$ cat src/rtl/duo_pwm_pkg.sv
package duo_pwm_pkg;

    localparam int NCH    = 2;
    localparam int NSRC   = 4;
    localparam int SEL_W  = 2;
    localparam int DIV_W  = 7;
    localparam int ADDR_W = 2;
    localparam int CTRL_W = 32;

    localparam logic [ADDR_W-1:0] ADR_CTRL = 2'd0;

    function automatic int en_pos(input int ch);
        return ch;
    endfunction

    function automatic int sel_pos(input int ch);
        return 4 + SEL_W * ch;
    endfunction

    function automatic int div_pos(input int ch);
        return 8 + 8 * ch;
    endfunction

    function automatic int gate_pos(input int ch);
        return div_pos(ch) + DIV_W;
    endfunction

    // Bits of the control word that carry a function; the rest read zero.
    function automatic logic [CTRL_W-1:0] ctrl_mask();
        logic [CTRL_W-1:0] m;
        m = '0;
        for (int ch = 0; ch < NCH; ch++) begin
            m[en_pos(ch)]   = 1'b1;
            m[gate_pos(ch)] = 1'b1;
            for (int b = 0; b < SEL_W; b++) m[sel_pos(ch) + b] = 1'b1;
            for (int b = 0; b < DIV_W; b++) m[div_pos(ch) + b] = 1'b1;
        end
        return m;
    endfunction

    typedef enum logic {
        PH_HIGH = 1'b0,
        PH_LOW  = 1'b1
    } phase_e;

endpackage

$ cat src/rtl/duo_pwm_regs.sv
module duo_pwm_regs
    import duo_pwm_pkg::*;
#(
    parameter int CNT_W = 16,
    localparam int DATA_W = 2 * CNT_W
) (
    input  logic                          clk,
    input  logic                          rst_n,
    input  logic                          wr_en,
    input  logic [ADDR_W-1:0]             wr_addr,
    input  logic [DATA_W-1:0]             wr_data,
    input  logic [ADDR_W-1:0]             rd_addr,
    output logic [DATA_W-1:0]             rd_data,
    output logic [DATA_W-1:0]             ctrl_q,
    output logic [NCH-1:0][DATA_W-1:0]    count_q
);

    localparam logic [DATA_W-1:0] MASK = DATA_W'(ctrl_mask());

    typedef struct packed {
        logic [DATA_W-1:0]          ctrl;
        logic [NCH-1:0][DATA_W-1:0] cnt;
    } regs_t;

    regs_t r_d, r_q;

    always_comb begin
        r_d = r_q;
        if (wr_en) begin
            if (wr_addr == ADR_CTRL) r_d.ctrl = wr_data & MASK;
            for (int ch = 0; ch < NCH; ch++) begin
                if (wr_addr == ADDR_W'(ch + 1)) r_d.cnt[ch] = wr_data;
            end
        end
    end

    always_ff @(posedge clk or negedge rst_n) begin
        if (!rst_n) r_q <= '0;
        else        r_q <= r_d;
    end

    always_comb begin
        rd_data = '0;
        if (rd_addr == ADR_CTRL) rd_data = r_q.ctrl;
        for (int ch = 0; ch < NCH; ch++) begin
            if (rd_addr == ADDR_W'(ch + 1)) rd_data = r_q.cnt[ch];
        end
    end

    assign ctrl_q  = r_q.ctrl;
    assign count_q = r_q.cnt;

endmodule

$ cat src/rtl/duo_pwm_presc.sv
module duo_pwm_presc
    import duo_pwm_pkg::*;
(
    input  logic             clk,
    input  logic             rst_n,
    input  logic             run,
    input  logic [NSRC-1:0]  src_tick,
    input  logic [SEL_W-1:0] sel,
    input  logic [DIV_W-1:0] div,
    output logic             tick
);

    logic [DIV_W-1:0] pc_d, pc_q;
    logic             src;

    assign src = src_tick[sel];

    always_comb begin
        pc_d = pc_q;
        tick = 1'b0;
        if (!run) begin
            pc_d = '0;
        end else if (src) begin
            if (pc_q >= div) begin
                pc_d = '0;
                tick = 1'b1;
            end else begin
                pc_d = pc_q + 1'b1;
            end
        end
    end

    always_ff @(posedge clk or negedge rst_n) begin
        if (!rst_n) pc_q <= '0;
        else        pc_q <= pc_d;
    end

endmodule

$ cat src/rtl/duo_pwm_phase.sv
module duo_pwm_phase
    import duo_pwm_pkg::*;
#(
    parameter int CNT_W = 16
) (
    input  logic             clk,
    input  logic             rst_n,
    input  logic             run,
    input  logic             tick,
    input  logic [CNT_W-1:0] hi_cnt,
    input  logic [CNT_W-1:0] lo_cnt,
    output logic             out
);

    typedef struct packed {
        phase_e           ph;
        logic [CNT_W-1:0] cnt;
        logic [CNT_W-1:0] hi;
        logic [CNT_W-1:0] lo;
    } state_t;

    state_t s_d, s_q;
    logic [CNT_W-1:0] limit;
    logic             last;

    assign limit = (s_q.ph == PH_HIGH) ? s_q.hi : s_q.lo;
    // A zero limit behaves as one tick.
    assign last  = ((CNT_W + 1)'(s_q.cnt) + 1'b1) >= {1'b0, limit};

    always_comb begin
        s_d = s_q;
        if (!run) begin
            s_d.ph  = PH_HIGH;
            s_d.cnt = '0;
            s_d.hi  = hi_cnt;
            s_d.lo  = lo_cnt;
        end else if (tick) begin
            if (last) begin
                s_d.cnt = '0;
                if (s_q.ph == PH_HIGH) begin
                    s_d.ph = PH_LOW;
                end else begin
                    s_d.ph = PH_HIGH;
                    s_d.hi = hi_cnt;
                    s_d.lo = lo_cnt;
                end
            end else begin
                s_d.cnt = s_q.cnt + 1'b1;
            end
        end
    end

    always_ff @(posedge clk or negedge rst_n) begin
        if (!rst_n) s_q <= '{ph: PH_HIGH, cnt: '0, hi: '0, lo: '0};
        else        s_q <= s_d;
    end

    assign out = run && (s_q.ph == PH_HIGH);

endmodule

$ cat src/rtl/duo_phase_pwm.sv
module duo_phase_pwm
    import duo_pwm_pkg::*;
#(
    parameter int CNT_W = 16,
    localparam int DATA_W = 2 * CNT_W
) (
    input  logic              clk,
    input  logic              rst_n,
    input  logic              wr_en,
    input  logic [ADDR_W-1:0] wr_addr,
    input  logic [DATA_W-1:0] wr_data,
    input  logic [ADDR_W-1:0] rd_addr,
    output logic [DATA_W-1:0] rd_data,
    input  logic [NSRC-1:0]   src_tick,
    output logic [NCH-1:0]    pwm_out
);

    logic [DATA_W-1:0]          ctrl_q;
    logic [NCH-1:0][DATA_W-1:0] count_q;

    duo_pwm_regs #(.CNT_W(CNT_W)) u_regs (
        .clk     (clk),
        .rst_n   (rst_n),
        .wr_en   (wr_en),
        .wr_addr (wr_addr),
        .wr_data (wr_data),
        .rd_addr (rd_addr),
        .rd_data (rd_data),
        .ctrl_q  (ctrl_q),
        .count_q (count_q)
    );

    for (genvar g = 0; g < NCH; g++) begin : g_ch
        localparam int EP = en_pos(g);
        localparam int GP = gate_pos(g);
        localparam int SP = sel_pos(g);
        localparam int DP = div_pos(g);

        logic run;
        logic tick;

        assign run = ctrl_q[EP] & ctrl_q[GP];

        duo_pwm_presc u_presc (
            .clk      (clk),
            .rst_n    (rst_n),
            .run      (run),
            .src_tick (src_tick),
            .sel      (ctrl_q[SP +: SEL_W]),
            .div      (ctrl_q[DP +: DIV_W]),
            .tick     (tick)
        );

        duo_pwm_phase #(.CNT_W(CNT_W)) u_phase (
            .clk    (clk),
            .rst_n  (rst_n),
            .run    (run),
            .tick   (tick),
            .hi_cnt (count_q[g][DATA_W-1:CNT_W]),
            .lo_cnt (count_q[g][CNT_W-1:0]),
            .out    (pwm_out[g])
        );
    end

endmodule

$ cat config.mk
export PLATFORM = sky130hd
export DESIGN_NAME = duo_phase_pwm
export DESIGN_NICKNAME = d
export VERILOG_FILES = /design/src/rtl/duo_pwm_pkg.sv /design/src/rtl/duo_pwm_regs.sv /design/src/rtl/duo_pwm_presc.sv /design/src/rtl/duo_pwm_phase.sv /design/src/rtl/duo_phase_pwm.sv
export SDC_FILE = /design/constraint.sdc
export NUM_CORES = 1
export LEC_CHECK = 0
export ABC_CLOCK_PERIOD_IN_PS = 11700
export BUFFER_PORTS_ARGS = -buffer_cell sky130_fd_sc_hd__buf_2
export CORE_MARGIN = 3
export CORE_UTILIZATION = 50
export CTS_CLUSTER_DIAMETER = 100
export CTS_CLUSTER_SIZE = 40
export DETAILED_ROUTE_END_ITERATION = 16
export PLACE_DENSITY = 0.68
export SYNTH_ARGS = -nofsm -noshare
export SYNTH_HDL_FRONTEND = slang
export SYNTH_SLANG_ARGS = --single-unit
$ cat constraint.sdc
create_clock -name clk -period 11.7 [get_ports clk]
set_input_delay 2.34 -clock clk [delete_from_list [all_inputs] [get_ports clk]]
set_output_delay 2.34 -clock clk [all_outputs]
set_load 0.02 [all_outputs]
==> impl_metrics.json, run 1 <==
{
  "die_h_um": 151,
  "htree_levels": 4,
  "ys_top_cells_by_area": "dfrtp_1 47%, mux2_2 12%, ha_1 6.0%, mux2i_1 5.5%, mux2_4 4.3%",
  "async_flop_share_pct": 100,
  "crit_path_start_kind": "input pin",
  "cts_resized": 0,
  "layout_commonest_cell": "dfrtp_1",
  "antenna_found_initial": 1,
  "coreArea_mm2": 0.0204,
  "yosysWarnings": 0,
  "cts_sinks": 198,
  "drt_iter0_markers": 509,
  "path_max_fanout": 24,
  "grt_use_total_pct": 22.6,
  "drt-total-wl_um": 24800,
  "synth.top_cell.area_share_pct": 47.4,
  "synth_edf_count": 0,
  "synth_top_area_cell": "dfrtp_1",
  "grt_pass1_vias": 6842,
  "cts_tree": "yes",
  "root_buffer": "clkbuf_16",
  "yosysSeqAreaShare_pct": 47.4,
  "final_cell_mix": "198 x dfrtp_1, 110 x mux2_2, 99 x nand2_1",
  "vias": 7156,
  "drv_slew": 0,
  "ys_seq_elements": 198,
  "final_cells": 1242,
  "relSlewSlack_pct": 33.7,
  "syn_inst": 899,
  "fmax_mhz": 157,
  "clock_latency_ns": 0.44,
  "grt_first_pass_wirelength_um": 38800,
  "area_delta_synth_final_pct": 11.1,
  "io_pins": 77,
  "worstMarginPinSlew_ns": 0.995,
  "worstRegToRegCells": 15,
  "fill_cells": 1699,
  "hold_path_class": "reg2reg",
  "start_util_pct": 51.3,
  "path_clk_slew_ns": 0.07,
  "hpwlAfterDp_um": 17500,
  "viasPerCell": 5.76,
  "die_area_mm2": 0.0227,
  "fin_nets": 1053,
  "status": "finished clean",
  "power_density_mw_per_mm2": 198,
  "multiInputGateArea_mm2": 0.00522,
  "drc": 0,
  "antenna_cells": 0,
  "fin_crit_ns": 6.36,
  "hold_violations": 0,
  "hold_depth": 1,
  "fin_crit_sh_pct": 54.4,
  "dp_cells": 1211,
  "portBuffers": 76,
  "wl_per_cell_um": 19.9,
  "critical_path_class": "in2out",
  "cts_buffer_depth": 2,
  "numCtsBuffers": 17,
  "crit_arrival_ns": 4.02,
  "skew_ns": 0.0128,
  "synthesis.area_mm2": 0.0105,
  "num_rows": 52,
  "p_leak_nw": 5.33,
  "syn_avg_cell_area_um2": 11.6,
  "cp-end-kind": "output pin",
  "dpl_cell_area_mm2": 0.0110,
  "final-seq-area_mm2": 0.00495,
  "fin_hold_ws_ns": 0.491,
  "ys_types": 59,
  "peakVddDrop_mv": 0.113,
  "maxCapViolCount": 0,
  "cts_setup_buffers": 0,
  "setup_viol_count_final": 0,
  "final_layout_size_suffix_gt1_share_pct": 28.2,
  "grt_start_max_net_pins": 70,
  "fin_area_mm2": 0.0116,
  "ant_nets": 0,
  "first_pass_iters": 5,
  "synthesis.nets": 992,
  "die_width_um": 151,
  "rsz0062_at_grt": "no",
  "synth_ff_type": "dfrtp_1",
  "overflow": 0,
  "cts-hold-fix-buffers": 0,
  "place_congestion": 0.863,
  "cp.required_ns": 9.36,
  "tns_ns": 0
}
[report_power, final]
part | switching, mW | internal, mW
Sequential | 0.171 | 0.861
Combinational | 0.319 | 0.358
Clock | 0.282 | 0.306
[synthesized netlist by cell type, types with 5 or more instances]
cell type / n
a21oi_1: 23
a22o_1: 15
and3_1: 7
buf_6: 6
clkbuf_1: 30
dfrtp_1: 198
ha_1: 50
inv_1: 21
mux2_2: 110
mux2_4: 30
mux2i_1: 57
nand2_1: 99
nand2b_1: 7
nand3_1: 20
nand4_1: 13
nor2_1: 25
nor2b_1: 5
nor3_1: 7
o21ai_0: 71
o31ai_1: 7
xnor2_1: 20
xor2_1: 12
[per-layer routing]
layer	vias up	share of wire (%)	GRT usage [%]
met4	2	2.8	8.43
li1	3376	-	-
met5	-	0.061	0
met1	3575	48	32.7
met2	169	44	33.5
met3	34	5.0	5.00
[logic make-up after synthesis]
group / Yosys count / share of synthesized area, %
xor gates and xnor gates: 32 / 2.68
AOI/OAI and AO/OA: 144 / 8.81
DFF: 198 / 47.4
and+or+nand+nor: 210 / 9.97
buffers and inverters: 63 / 2.79
muxes: 202 / 22.4
adders and majority gates: 50 / 5.98
[final timing paths]
kind / startpoint / to / slack (ns)
setup / recovery: rd_addr[0] / rd_data[29] / 5.34
hold / removal: g_ch[1].u_phase.s_q[9] / g_ch[1].u_phase.s_q[9] / 0.49
setup reg to reg: g_ch[1].u_phase.s_q[32] / g_ch[1].u_phase.s_q[9] / 7.14
hold reg to reg: g_ch[1].u_phase.s_q[9] / g_ch[1].u_phase.s_q[9] / 0.49
max in group asynchronous: rst_n / g_ch[1].u_phase.s_q[19] / 8.55
min in group asynchronous: rst_n / g_ch[0].u_phase.s_q[44] / 1.88
[state kept, by name, summed over array words and instances, names as in the netlist]
signal             count
g_ch.u_phase.s_q      98
g_ch.u_presc.pc_q     14
u_regs.count_q        64
u_regs.ctrl_q         22
[stage by stage]
step | setup slack, ns | util [%] | total power, mW
6_report | 5.34 | 57.0 | 2.30
5_1_grt | 5.17 | 57.0 | 2.43
4_1_cts | 5.32 | 57.0 | 2.31
3_5_place_dp | 5.31 | 54.2 | 1.72
3_3_place_gp | 5.47 | 54.2 | 1.70
2_1_floorplan | 5.72 | - | 1.52
[final cells by class]
type	count	share of cell area, %
multi-input cells	638	44.9
inverters	21	0.679
repair buffers	84	3.87
clock inverters	13	1.22
well taps	270	2.91
flip-flops and latches	198	42.6
clock buffers	18	3.78
[critical path, cell delays in order]
cell and delay [ns]:
buf_2 0.64, nor2b_1 0.61, a22o_1 0.26, buf_2 0.17
No activity file was read; power rests on OpenSTA's default activity.
==> inputs of run 2 (changes only) <==
ABC_CLOCK_PERIOD_IN_PS = 6500   (was 11700)
clock period = 6.5 ns   (was 11.7 ns; I/O delays follow)
==> run 2 against run 1 <==
Clock power up 79%. Routed wire length down 2.0%. Clock skew down 0.0017 ns. Hold slack better by 0.0015 ns. Cell area about the same. First-iteration DRC count down 13%. Critical path depth unchanged. Count of clock-buffer cells in the layout up 1. Total power up 80%. Critical endpoint is now rd_data[30]. Largest cell class unchanged.
==> impl_metrics.json, run 2 (same netlist as run 1, synthesis figures left out) <==
{
  "status": "finished clean",
  "io_pins": 77,
  "hpwlAfterDp_um": 17400,
  "num_rows": 52,
  "tns_ns": 0,
  "final_layout_size_suffix_gt1_share_pct": 28.3,
  "hold_path_class": "reg2reg",
  "cp-end-kind": "output pin",
  "power_density_mw_per_mm2": 355,
  "critical_path_class": "in2out",
  "crit_arrival_ns": 3.06,
  "drv_slew": 0,
  "crit_path_start_kind": "input pin",
  "path_clk_slew_ns": 0.07,
  "grt_start_max_net_pins": 100,
  "largest_reg_flops": 98,
  "grt_first_pass_wirelength_um": 38700,
  "fin_nets": 1053,
  "finish.utilization_pct": 57.1,
  "die_area_mm2": 0.0227,
  "reg2reg_from": "g_ch[1].u_phase.s_q[32]",
  "dpl_cell_area_mm2": 0.0110,
  "hold_depth": 1,
  "fin_crit_ns": 4.36,
  "fmax_mhz": 229,
  "holdPathEnd": "g_ch[1].u_phase.s_q[20]",
  "start_util_pct": 51.3,
  "worstMarginPinSlew_ns": 1.00,
  "overflow": 0,
  "drt-total-wl_um": 24300,
  "relSlewSlack_pct": 33.2,
  "fin_crit_sh_pct": 67.1,
  "portBuffers": 76,
  "first_pass_iters": 5,
  "grt_use_total_pct": 22.2,
  "rr_endpoint": "g_ch[1].u_phase.s_q[9]",
  "peakVddDrop_mv": 0.193,
  "htree_levels": 4,
  "worstRegToRegCells": 15,
  "rsz0062_at_grt": "no",
  "fin_area_mm2": 0.0116,
  "final_cells": 1243,
  "root_buffer": "clkbuf_16",
  "antenna_cells": 0,
  "drt_iter0_markers": 445,
  "setup_viol_count_final": 0,
  "cts-hold-fix-buffers": 0,
  "antenna_found_initial": 1,
  "p_leak_nw": 5.34,
  "min_from": "g_ch[1].u_phase.s_q[20]",
  "layout_commonest_cell": "dfrtp_1",
  "final_cell_mix": "198 x dfrtp_1, 110 x mux2_2, 99 x nand2_1",
  "viasPerCell": 5.69,
  "skew_ns": 0.0112,
  "fin_ws_ns": 2.14,
  "cts_setup_buffers": 0,
  "cts_buffer_depth": 2,
  "coreArea_mm2": 0.0204,
  "top_register": "g_ch.u_phase.s_q",
  "drc": 0,
  "cts_tree": "yes",
  "wl_per_cell_um": 19.5,
  "place_congestion": 0.877,
  "area_delta_synth_final_pct": 11.2,
  "die_h_um": 151,
  "maxCapViolCount": 0,
  "clock_latency_ns": 0.43,
  "grt_pass1_vias": 7041,
  "cts_sinks": 198,
  "cts_resized": 0,
  "die_width_um": 151,
  "cp.required_ns": 5.20,
  "r2r_slack_ns": 2.14,
  "numCtsBuffers": 17,
  "vias": 7075,
  "path_max_fanout": 24,
  "dp_cells": 1211,
  "ant_nets": 0,
  "detailedPlace.worstSlack_ns": 2.13,
  "hold_violations": 0
}
run 2: cell count changes in the layout (fill, tap and decap cells not counted), sizes merged:
| cell | delta |
|---|---|
| clkbuf | +1 |
| clkinv | -2 |
| inv | +2 |
run 2: final cells by class:
class,count,area (µm²)
well taps,270,338
inverters,21,78.8
flip-flops and latches,198,4950
clock inverters,13,135
fillers,1702,8740
multi-input cells,638,5220
repair buffers,84,449
clock buffers,19,453
run 2: worst max-delay path by stage:
stage	startpoint	to	slack [ns]
after global routing	g_ch[1].u_phase.s_q[32]	g_ch[1].u_phase.s_q[9]	1.70
after detailed placement	rd_addr[0]	rd_data[29]	2.13
after global placement	rd_addr[0]	rd_data[2]	2.14
after CTS	rd_addr[0]	rd_data[29]	2.13
after floorplan	rd_addr[0]	rd_data[10]	2.60
final	rd_addr[0]	rd_data[30]	2.14
run 2: per-layer routing:
| metal | GRT usage (%) | part of all wire (%) | up-vias |
|---|---|---|---|
| met2 | 34.6 | 46 | 172 |
| met1 | 32.0 | 48 | 3513 |
| met5 | 0 | 0.058 | - |
| li1 | - | - | 3366 |
| met4 | 5.98 | 1.6 | 2 |
| met3 | 4.46 | 4.8 | 22 |
run 2: per-stage QoR:
| stage | hold slack, ns | power, mW |
|---|---|---|
| finish | 0.492 | 4.13 |
| global placement | 0.468 | 3.05 |
| detailed placement | 0.474 | 3.09 |
| floorplan | 0.457 | 2.73 |
| CTS | 0.490 | 4.16 |
| global route | 0.502 | 4.37 |
run 2: critical path, cell delays in order:
cell	delay (ns)
buf_2	0.64
nor2b_1	0.68
a22o_1	0.27
buf_2	0.16
run 2: where the power goes:
part	switching, mW	internal (mW)
clock	0.491	0.563
sequential	0.301	1.55
combinational	0.579	0.645
total	1.37	2.76
